### config.mk
export PLATFORM = sky130hd
export DESIGN_NAME = cgdec_cascade
export DESIGN_NICKNAME = d
export VERILOG_FILES = /design/src/rtl/cgdec_pkg.sv /design/src/rtl/cgdec_lane.sv /design/src/rtl/cgdec_cascade.sv
export SDC_FILE = /design/constraint.sdc
export NUM_CORES = 1
export LEC_CHECK = 0
export ABC_AREA = 1
export ABC_CLOCK_PERIOD_IN_PS = 4300
export CORE_ASPECT_RATIO = 1.1
export CORE_UTILIZATION = 57
export DETAILED_ROUTE_END_ITERATION = 10
export GPL_ROUTABILITY_DRIVEN = 0
export HOLD_SLACK_MARGIN = 0.08
export PLACE_DENSITY = 0.9
export SYNTH_ARGS = -nofsm -noshare
export SYNTH_HDL_FRONTEND = slang
export SYNTH_SLANG_ARGS = --single-unit
### constraint.sdc
create_clock -name clk -period 4.3 [get_ports clk]
set_clock_uncertainty 0.15 [all_clocks]
set_input_delay 0.645 -clock clk [delete_from_list [all_inputs] [get_ports clk]]
set_output_delay 0.645 -clock clk [all_outputs]
set_load 0.02 [all_outputs]
### src/rtl/cgdec_pkg.sv
package cgdec_pkg;

    localparam int CG_W   = 10;
    localparam int BYTE_W = 8;

    // 6-bit sub-block for Dx in the negative-disparity column, bit 5 = a
    function automatic logic [5:0] six_base(input logic [4:0] x);
        logic [5:0] c;
        case (x)
            5'd0:  c = 6'b100111;  5'd1:  c = 6'b011101;
            5'd2:  c = 6'b101101;  5'd3:  c = 6'b110001;
            5'd4:  c = 6'b110101;  5'd5:  c = 6'b101001;
            5'd6:  c = 6'b011001;  5'd7:  c = 6'b111000;
            5'd8:  c = 6'b111001;  5'd9:  c = 6'b100101;
            5'd10: c = 6'b010101;  5'd11: c = 6'b110100;
            5'd12: c = 6'b001101;  5'd13: c = 6'b101100;
            5'd14: c = 6'b011100;  5'd15: c = 6'b010111;
            5'd16: c = 6'b011011;  5'd17: c = 6'b100011;
            5'd18: c = 6'b010011;  5'd19: c = 6'b110010;
            5'd20: c = 6'b001011;  5'd21: c = 6'b101010;
            5'd22: c = 6'b011010;  5'd23: c = 6'b111010;
            5'd24: c = 6'b110011;  5'd25: c = 6'b100110;
            5'd26: c = 6'b010110;  5'd27: c = 6'b110110;
            5'd28: c = 6'b001110;  5'd29: c = 6'b101110;
            5'd30: c = 6'b011110;  default: c = 6'b101011;
        endcase
        return c;
    endfunction

    // 4-bit sub-block for Dx.y in the negative-disparity column, bit 3 = f
    function automatic logic [3:0] four_base(input logic [2:0] y);
        logic [3:0] c;
        case (y)
            3'd0: c = 4'b1011;  3'd1: c = 4'b1001;
            3'd2: c = 4'b0101;  3'd3: c = 4'b1100;
            3'd4: c = 4'b1101;  3'd5: c = 4'b1010;
            3'd6: c = 4'b0110;  default: c = 4'b1110;
        endcase
        return c;
    endfunction

    function automatic logic two6(input logic [5:0] c);
        return ($countones(c) != 3) || (c == 6'b111000);
    endfunction

    function automatic logic two4(input logic [3:0] c);
        return ($countones(c) != 2) || (c == 4'b1100);
    endfunction

    function automatic logic rd6(input logic [5:0] c, input logic rd);
        logic r;
        r = rd;
        if ($countones(c) > 3 || c == 6'b000111) r = 1'b1;
        else if ($countones(c) < 3 || c == 6'b111000) r = 1'b0;
        return r;
    endfunction

    function automatic logic rd4(input logic [3:0] c, input logic rd);
        logic r;
        r = rd;
        if ($countones(c) > 2 || c == 4'b0011) r = 1'b1;
        else if ($countones(c) < 2 || c == 4'b1100) r = 1'b0;
        return r;
    endfunction

    function automatic logic k7_x(input logic [4:0] x);
        return (x == 5'd23) || (x == 5'd27) || (x == 5'd29) || (x == 5'd30);
    endfunction

    // returns {legal, code group} for byte b, control flag k, disparity rd
    function automatic logic [CG_W:0] encode_cg(input logic [7:0] b, input logic k, input logic rd);
        logic [4:0] x;
        logic [2:0] y;
        logic [5:0] c6;
        logic [3:0] c4;
        logic       rdm, ok, alt;
        x  = b[4:0];
        y  = b[7:5];
        ok = !k || (x == 5'd28) || (y == 3'd7 && k7_x(x));
        c6 = (k && x == 5'd28) ? 6'b001111 : six_base(x);
        if (rd && two6(c6)) c6 = ~c6;
        rdm = rd6(c6, rd);
        if (k && x == 5'd28) begin
            c4 = (y == 3'd7) ? 4'b1000
               : (two4(four_base(y)) ? ~four_base(y) : four_base(y));
            if (!rdm) c4 = ~c4;
        end else begin
            alt = (y == 3'd7) && (k
                  || (!rdm && (x == 5'd17 || x == 5'd18 || x == 5'd20))
                  || ( rdm && (x == 5'd11 || x == 5'd13 || x == 5'd14)));
            if (alt) c4 = rdm ? 4'b1000 : 4'b0111;
            else begin
                c4 = four_base(y);
                if (rdm && two4(c4)) c4 = ~c4;
            end
        end
        return {ok, c6, c4};
    endfunction

endpackage

### src/rtl/cgdec_lane.sv
module cgdec_lane
    import cgdec_pkg::*;
(
    input  logic [CG_W-1:0]   code_i,
    input  logic              rd_i,
    output logic [BYTE_W-1:0] byte_o,
    output logic              ctrl_o,
    output logic              derr_o,
    output logic              cerr_o,
    output logic              rd_o
);
    logic [5:0]    c6;
    logic [3:0]    c4, c4e;
    logic [4:0]    x;
    logic [2:0]    y;
    logic          f6, f4, k28, a7, k;
    logic [CG_W:0] e_cur, e_oth;
    logic          m_cur, m_oth;

    assign c6 = code_i[9:4];
    assign c4 = code_i[3:0];

    always_comb begin
        k28 = (c6 == 6'b001111) || (c6 == 6'b110000);
        f6  = k28;
        x   = 5'd28;
        for (int i = 0; i < 32; i++) begin
            if (!f6 && (c6 == six_base(5'(i)) ||
                        (two6(six_base(5'(i))) && c6 == ~six_base(5'(i))))) begin
                f6 = 1'b1;
                x  = 5'(i);
            end
        end
        c4e = (c6 == 6'b110000) ? ~c4 : c4;
        a7  = (c4e == 4'b0111) || (c4e == 4'b1000);
        f4  = a7;
        y   = 3'd7;
        for (int j = 0; j < 8; j++) begin
            if (!f4 && (c4e == four_base(3'(j)) ||
                        (two4(four_base(3'(j))) && c4e == ~four_base(3'(j))))) begin
                f4 = 1'b1;
                y  = 3'(j);
            end
        end
        k     = k28 || (a7 && k7_x(x));
        e_cur = encode_cg({y, x}, k, rd_i);
        e_oth = encode_cg({y, x}, k, !rd_i);
        m_cur = f6 && f4 && e_cur[CG_W] && (e_cur[CG_W-1:0] == code_i);
        m_oth = f6 && f4 && e_oth[CG_W] && (e_oth[CG_W-1:0] == code_i);
    end

    assign byte_o = {y, x};
    assign ctrl_o = k;
    assign derr_o = !m_cur && m_oth;
    assign cerr_o = !m_cur && !m_oth;
    assign rd_o   = rd4(c4, rd6(c6, rd_i));

endmodule

### src/rtl/cgdec_cascade.sv
module cgdec_cascade
    import cgdec_pkg::*;
#(
    parameter int NUM_LANES = 2
) (
    input  logic                          clk,
    input  logic                          rst_n,
    input  logic                          dbl_mode,
    input  logic [NUM_LANES*CG_W-1:0]     code_in,
    output logic [NUM_LANES*BYTE_W-1:0]   data_out,
    output logic [NUM_LANES-1:0]          ctrl_out,
    output logic [NUM_LANES-1:0]          disp_err_out,
    output logic [NUM_LANES-1:0]          code_err_out,
    output logic [NUM_LANES-1:0]          rd_out
);
    localparam int LAST = NUM_LANES - 1;

    typedef struct packed {
        logic [NUM_LANES*BYTE_W-1:0] data;
        logic [NUM_LANES-1:0]        ctrl;
        logic [NUM_LANES-1:0]        derr;
        logic [NUM_LANES-1:0]        cerr;
        logic [NUM_LANES-1:0]        rd;
        logic                        rd_carry;
    } st_t;

    st_t st_d, st_q;

    logic [BYTE_W-1:0] l_byte [NUM_LANES];
    logic              l_ctrl [NUM_LANES];
    logic              l_derr [NUM_LANES];
    logic              l_cerr [NUM_LANES];
    logic              l_rdi  [NUM_LANES];
    logic              l_rdo  [NUM_LANES];

    for (genvar g = 0; g < NUM_LANES; g++) begin : g_lane
        if (g == 0) begin : g_first
            assign l_rdi[g] = st_q.rd_carry;
        end else begin : g_chain
            assign l_rdi[g] = l_rdo[g-1];
        end
        cgdec_lane u_lane (
            .code_i (code_in[g*CG_W +: CG_W]),
            .rd_i   (l_rdi[g]),
            .byte_o (l_byte[g]),
            .ctrl_o (l_ctrl[g]),
            .derr_o (l_derr[g]),
            .cerr_o (l_cerr[g]),
            .rd_o   (l_rdo[g])
        );
    end

    always_comb begin
        st_d = '0;
        for (int i = 0; i < NUM_LANES; i++) begin
            if (i == 0 || dbl_mode) begin
                st_d.data[i*BYTE_W +: BYTE_W] = l_byte[i];
                st_d.ctrl[i] = l_ctrl[i];
                st_d.derr[i] = l_derr[i];
                st_d.cerr[i] = l_cerr[i];
                st_d.rd[i]   = l_rdo[i];
            end
        end
        st_d.rd_carry = dbl_mode ? l_rdo[LAST] : l_rdo[0];
    end

    always_ff @(posedge clk or negedge rst_n) begin
        if (!rst_n) st_q <= '0;
        else        st_q <= st_d;
    end

    assign data_out     = st_q.data;
    assign ctrl_out     = st_q.ctrl;
    assign disp_err_out = st_q.derr;
    assign code_err_out = st_q.cerr;
    assign rd_out       = st_q.rd;

endmodule

==> results of run 1 <==
cell usage after synthesis (23+ instances only):
cell type / n
fa_1: 24
nand3_1: 139
dfrtp_1: 25
o22ai_1: 38
a21oi_1: 34
o21ai_0: 23
nor2_1: 199
inv_1: 226
ha_1: 68
inv_2: 24
nand4_1: 25
nand2_2: 28
nand2_1: 279
stage by stage:
step           setup slack (ns)  cell area [µm²]  std cells
3_5_place_dp              -6.14            12000       1984
3_3_place_gp              -5.35            12000       1984
2_1_floorplan             -4.66             8100       1326
kinds of logic after synthesis:
group / synth area share
xor gates and xnor gates: 0.0290
and+or+nand+nor: 0.444
buffers and inverters: 0.142
DFF: 0.0804
adders and majority gates: 0.171
AOI/OAI and AO/OA: 0.134
==> flow_summary.json, run 1 <==
{
  "ys_seq_area_frac": 0.0804,
  "cts_root_buffer": "clkbuf_16",
  "yosysWarnings": 0,
  "ys_types": 64,
  "io_buffers": 46,
  "ctsResizeCount": 281,
  "synth_area_um2": 7780,
  "yosys_most_used_dff": "dfrtp_1",
  "hpwlAfterDp_um": 30600,
  "htreeDepth": 1,
  "failing_step": "clock tree synthesis",
  "ys_async_sr_fraction": 1.00,
  "cts_max_path_buffers": 2,
  "error": "[ERROR DPL-0038] Utilization greater than 100%, impossible to legalize",
  "pin_count": 47,
  "cts-buffers-inserted": 3,
  "row_count": 44,
  "netlist_top_cells_area": "nand2_1 13%, ha_1 11%, inv_1 11%",
  "cts_hold_buf": 0,
  "synth_edf_count": 0,
  "cts.sinks": 25,
  "avgSynthCellArea_um2": 5.87,
  "synth_cells": 1326,
  "die_h_um": 125,
  "cts_setup_buffers": 162,
  "start_util": 0.586,
  "synth_seq_cells": 25,
  "synth_top_area_frac": 0.135,
  "die_width_um": 113,
  "outcome": "stopped before the end",
  "yosys.area.top_type": "nand2_1",
  "synth_nets": 1441
}
==> run 2: changes to the inputs <==
--- a/config.mk
+++ b/config.mk
@@ -6,13 +6,11 @@
 export NUM_CORES = 1
 export LEC_CHECK = 0
 export ABC_AREA = 1
-export ABC_CLOCK_PERIOD_IN_PS = 4300
-export CORE_ASPECT_RATIO = 1.1
-export CORE_UTILIZATION = 57
+export ABC_CLOCK_PERIOD_IN_PS = 5600
+export CORE_UTILIZATION = 40
 export DETAILED_ROUTE_END_ITERATION = 10
 export GPL_ROUTABILITY_DRIVEN = 0
-export HOLD_SLACK_MARGIN = 0.08
-export PLACE_DENSITY = 0.9
+export PLACE_DENSITY_LB_ADDON = 0.15
 export SYNTH_ARGS = -nofsm -noshare
 export SYNTH_HDL_FRONTEND = slang
 export SYNTH_SLANG_ARGS = --single-unit
==> constraint.sdc (replaced) <==
create_clock -name clk -period 5.6 [get_ports clk]
set_clock_uncertainty 0.15 [all_clocks]
set_input_delay 0.84 -clock clk [delete_from_list [all_inputs] [get_ports clk]]
set_output_delay 0.84 -clock clk [all_outputs]
set_load 0.02 [all_outputs]
==> run 2 against run 1 <==
Against the previous run:
- the flow now finishes, with violations (setup timing)
- synthesized cell count is the same
- area after synthesis stayed put
==> flow_summary.json, run 2 <==
{
  "outcome": "finished, violations left",
  "violations": "setup timing",
  "vdd_drop_max_mv": 0.664,
  "cts_max_path_buffers": 2,
  "endpoint_kind": "flip-flop",
  "power_density_nw_per_um2": 552,
  "synth_most_common_cell": "nand2_1",
  "gr-total-overflow": 0,
  "area_growth_pct": 80.7,
  "period_minus_slack_ns": 9.41,
  "avgSynthCellArea_um2": 5.87,
  "drive_gt1_frac": 0.458,
  "drt-pass1-iter-count": 8,
  "cts_root_buffer": "clkbuf_16",
  "cts.sinks": 25,
  "tightest_slew_ns": 0.677,
  "maxSlewViolCount": 0,
  "final_cells": 2207,
  "clk_latency_ns": 0.27,
  "crit_slowest_cell": "fa_1",
  "cts-buffers-inserted": 3,
  "antenna_found_initial": 0,
  "yosys_most_used_dff": "dfrtp_1",
  "ant_nets": 0,
  "power.share.sequential": 0.028,
  "regToRegEndpoint": "code_err_out[1]",
  "antenna_cells": 0,
  "layout_common_cells": "571 x buf_4, 231 x nand2_1, 201 x inv_1",
  "synth_nets": 1441,
  "clock.fmax_mhz": 106,
  "largest_reg_flops": 16,
  "grt_pass1_wl_um": 52100,
  "dp_cells": 2065,
  "internal_power_mw": 3.69,
  "final_hold_viol_count": 0,
  "drv_cap": 0,
  "setup_slack_ns": -3.81,
  "io_buffers": 46,
  "row_count": 50,
  "cp_common_cell": "nor2_4",
  "r2r_start": "l_rdi[1]",
  "final-setup-viol-count": 4,
  "first_iter_violations": 814,
  "final.period_utilization": 1.68,
  "cp.required_ns": 5.67,
  "die-area_um2": 20000,
  "synth_area_um2": 7780,
  "critPathMaxStageDelay_ns": 0.51,
  "pin_count": 47,
  "stdcell_area_um2": 14100,
  "grt_pass1_vias": 11200,
  "viasPerCell": 5.20,
  "die_width_um": 141,
  "clkTransAtPathRegs_ns": 0.08,
  "drc": 0,
  "maxSlewHeadroom": 0.546,
  "yosysWarnings": 0,
  "drt-wirelength-per-cell_um": 14.9,
  "p_sw_mw": 4.07,
  "rrSetupSlack_ns": 0.92,
  "ys_seq_area_frac": 0.0804,
  "wirelength_um": 33000,
  "cts_tree": "built",
  "cp.arrival_ns": 9.49,
  "p_sw_frac": 0.525,
  "nNetsFinal": 2063,
  "die_h_um": 141,
  "netlist_top_cells_area": "nand2_1 13%, ha_1 11%, inv_1 11%",
  "vias": 11500,
  "grtUsageTotal": 0.320,
  "criticalPathCategory": "input port to flip-flop",
  "grt_setup_unrepaired": "yes",
  "coreArea_um2": 18900,
  "worstSetupStartpointType": "input port",
  "htreeDepth": 1,
  "p_leak_nw": 7.43,
  "start_util": 0.412,
  "yosys.area.top_type": "nand2_1",
  "grt_max_degree": 26,
  "hpwlAfterDp_um": 22900,
  "place_area_um2": 12100,
  "synth_seq_cells": 25,
  "pwr-share-clk": 0.023,
  "ys_types": 64,
  "crit_fanout": 8,
  "synth_edf_count": 0,
  "synth_cells": 1326,
  "min_path_type": "input port to async pin",
  "ys_async_sr_fraction": 1.00,
  "synth_top_area_frac": 0.135,
  "p_comb_frac": 0.949,
  "final_common_cell": "buf_4",
  "fin_setup_tns_ns": -14.79,
  "synth_commonest_cells": "279 x nand2_1, 226 x inv_1, 199 x nor2_1",
  "worstRegToRegCells": 28
}
==> run 2: cell counts after synthesis <==
No cell type changed its count.
==> run 2: critical path, delay by kind of cell <==
kind                     cells  cell delay, ns
buffers and inverters       13            0.91
AND/OR/NAND/NOR             39            3.86
XOR/XNOR                     1            0.20
adder cells (fa/ha/maj)     10            3.27
AO/OA/AOI/OAI                3            0.40
==> run 2: worst max-delay path by stage <==
stage	start	end	slack, ns	depth (start not counted)
2_1_floorplan	code_in[5]	disp_err_out[0]	-3.55	66
3_3_place_gp	code_in[4]	code_err_out[0]	-4.38	62
3_5_place_dp	code_in[5]	code_err_out[0]	-4.52	65
4_1_cts	code_in[5]	code_err_out[0]	-3.58	67
5_1_grt	code_in[5]	disp_err_out[0]	-4.33	68
6_report	code_in[5]	disp_err_out[0]	-3.81	66
==> run 2: what timing repair did <==
item | CTS | global route
pin swaps | 125 | 81
hold buffers | 0 | 0
gates resized for setup | 157 | 108
buffers inserted | 118 | 24
endpoints found under the setup margin | 4 | 4
endpoints found under the hold margin | 0 | 0
==> run 2: layout make-up <==
class / count / area, µm²
Multi-Input combinational cell: 1023 / 7010
Tap cell: 260 / 325
Sequential cell: 25 / 626
Fill cell: 1426 / 4840
Inverter: 259 / 1030
Timing Repair Buffer: 636 / 4980
Clock buffer: 4 / 78.8
==> run 2: through the flow <==
step            util  hold slack (ns)  power [mW]  worst slack [ns]
6_report       0.744            0.800        7.75             -3.81
5_1_grt        0.744            0.831        8.55             -4.33
4_1_cts        0.718            0.818        7.11             -3.58
3_5_place_dp   0.642            0.974        6.38             -4.52
3_3_place_gp   0.642            0.963        6.20             -4.38
2_1_floorplan      -            0.394        4.12             -3.55
==> run 2: kinds of logic (layout without fill, tap and decap cells) <==
logic type	count (synthesis)	count (layout)	share of synthesized area
XOR/XNOR	24	24	0.0290
AO/OA/AOI/OAI	158	158	0.134
AND/OR/NAND/NOR	749	749	0.444
buffers and inverters	278	899	0.142
flip-flops	25	25	0.0804
adder cells (fa/ha/maj)	92	92	0.171
==> run 2: routing by layer <==
| layer | global-route usage | routed length (µm) | up-vias |
|---|---|---|---|
| met4 | 0.148 | 1670 | 0 |
| li1 | - | - | 5551 |
| met5 | 0 | 0 | - |
| met2 | 0.585 | 16200 | 464 |
| met1 | 0.375 | 13400 | 5305 |
| met3 | 0.0321 | 1730 | 146 |
==> run 2: power groups by stage <==
| stage | Clock, mW | Combinational [mW] | Sequential [mW] |
|---|---|---|---|
| floorplan | 0 | 3.88 | 0.237 |
| global placement | 0 | 5.98 | 0.216 |
| detailed placement | 0 | 6.17 | 0.216 |
| CTS | 0.184 | 6.71 | 0.212 |
| global route | 0.190 | 8.15 | 0.215 |
| finish | 0.179 | 7.36 | 0.214 |
Note: power is estimated with default switching activity, not from simulation.
==> run 3: changes to the inputs <==
--- a/config.mk
+++ b/config.mk
@@ -8,6 +8,7 @@
 export ABC_AREA = 1
 export ABC_CLOCK_PERIOD_IN_PS = 5600
 export CORE_UTILIZATION = 40
+export CTS_CLUSTER_SIZE = 10
 export DETAILED_ROUTE_END_ITERATION = 10
 export GPL_ROUTABILITY_DRIVEN = 0
 export PLACE_DENSITY_LB_ADDON = 0.15
==> results of run 3 <==
No change in the layout: final DEF, timing and power equal those of run 2.
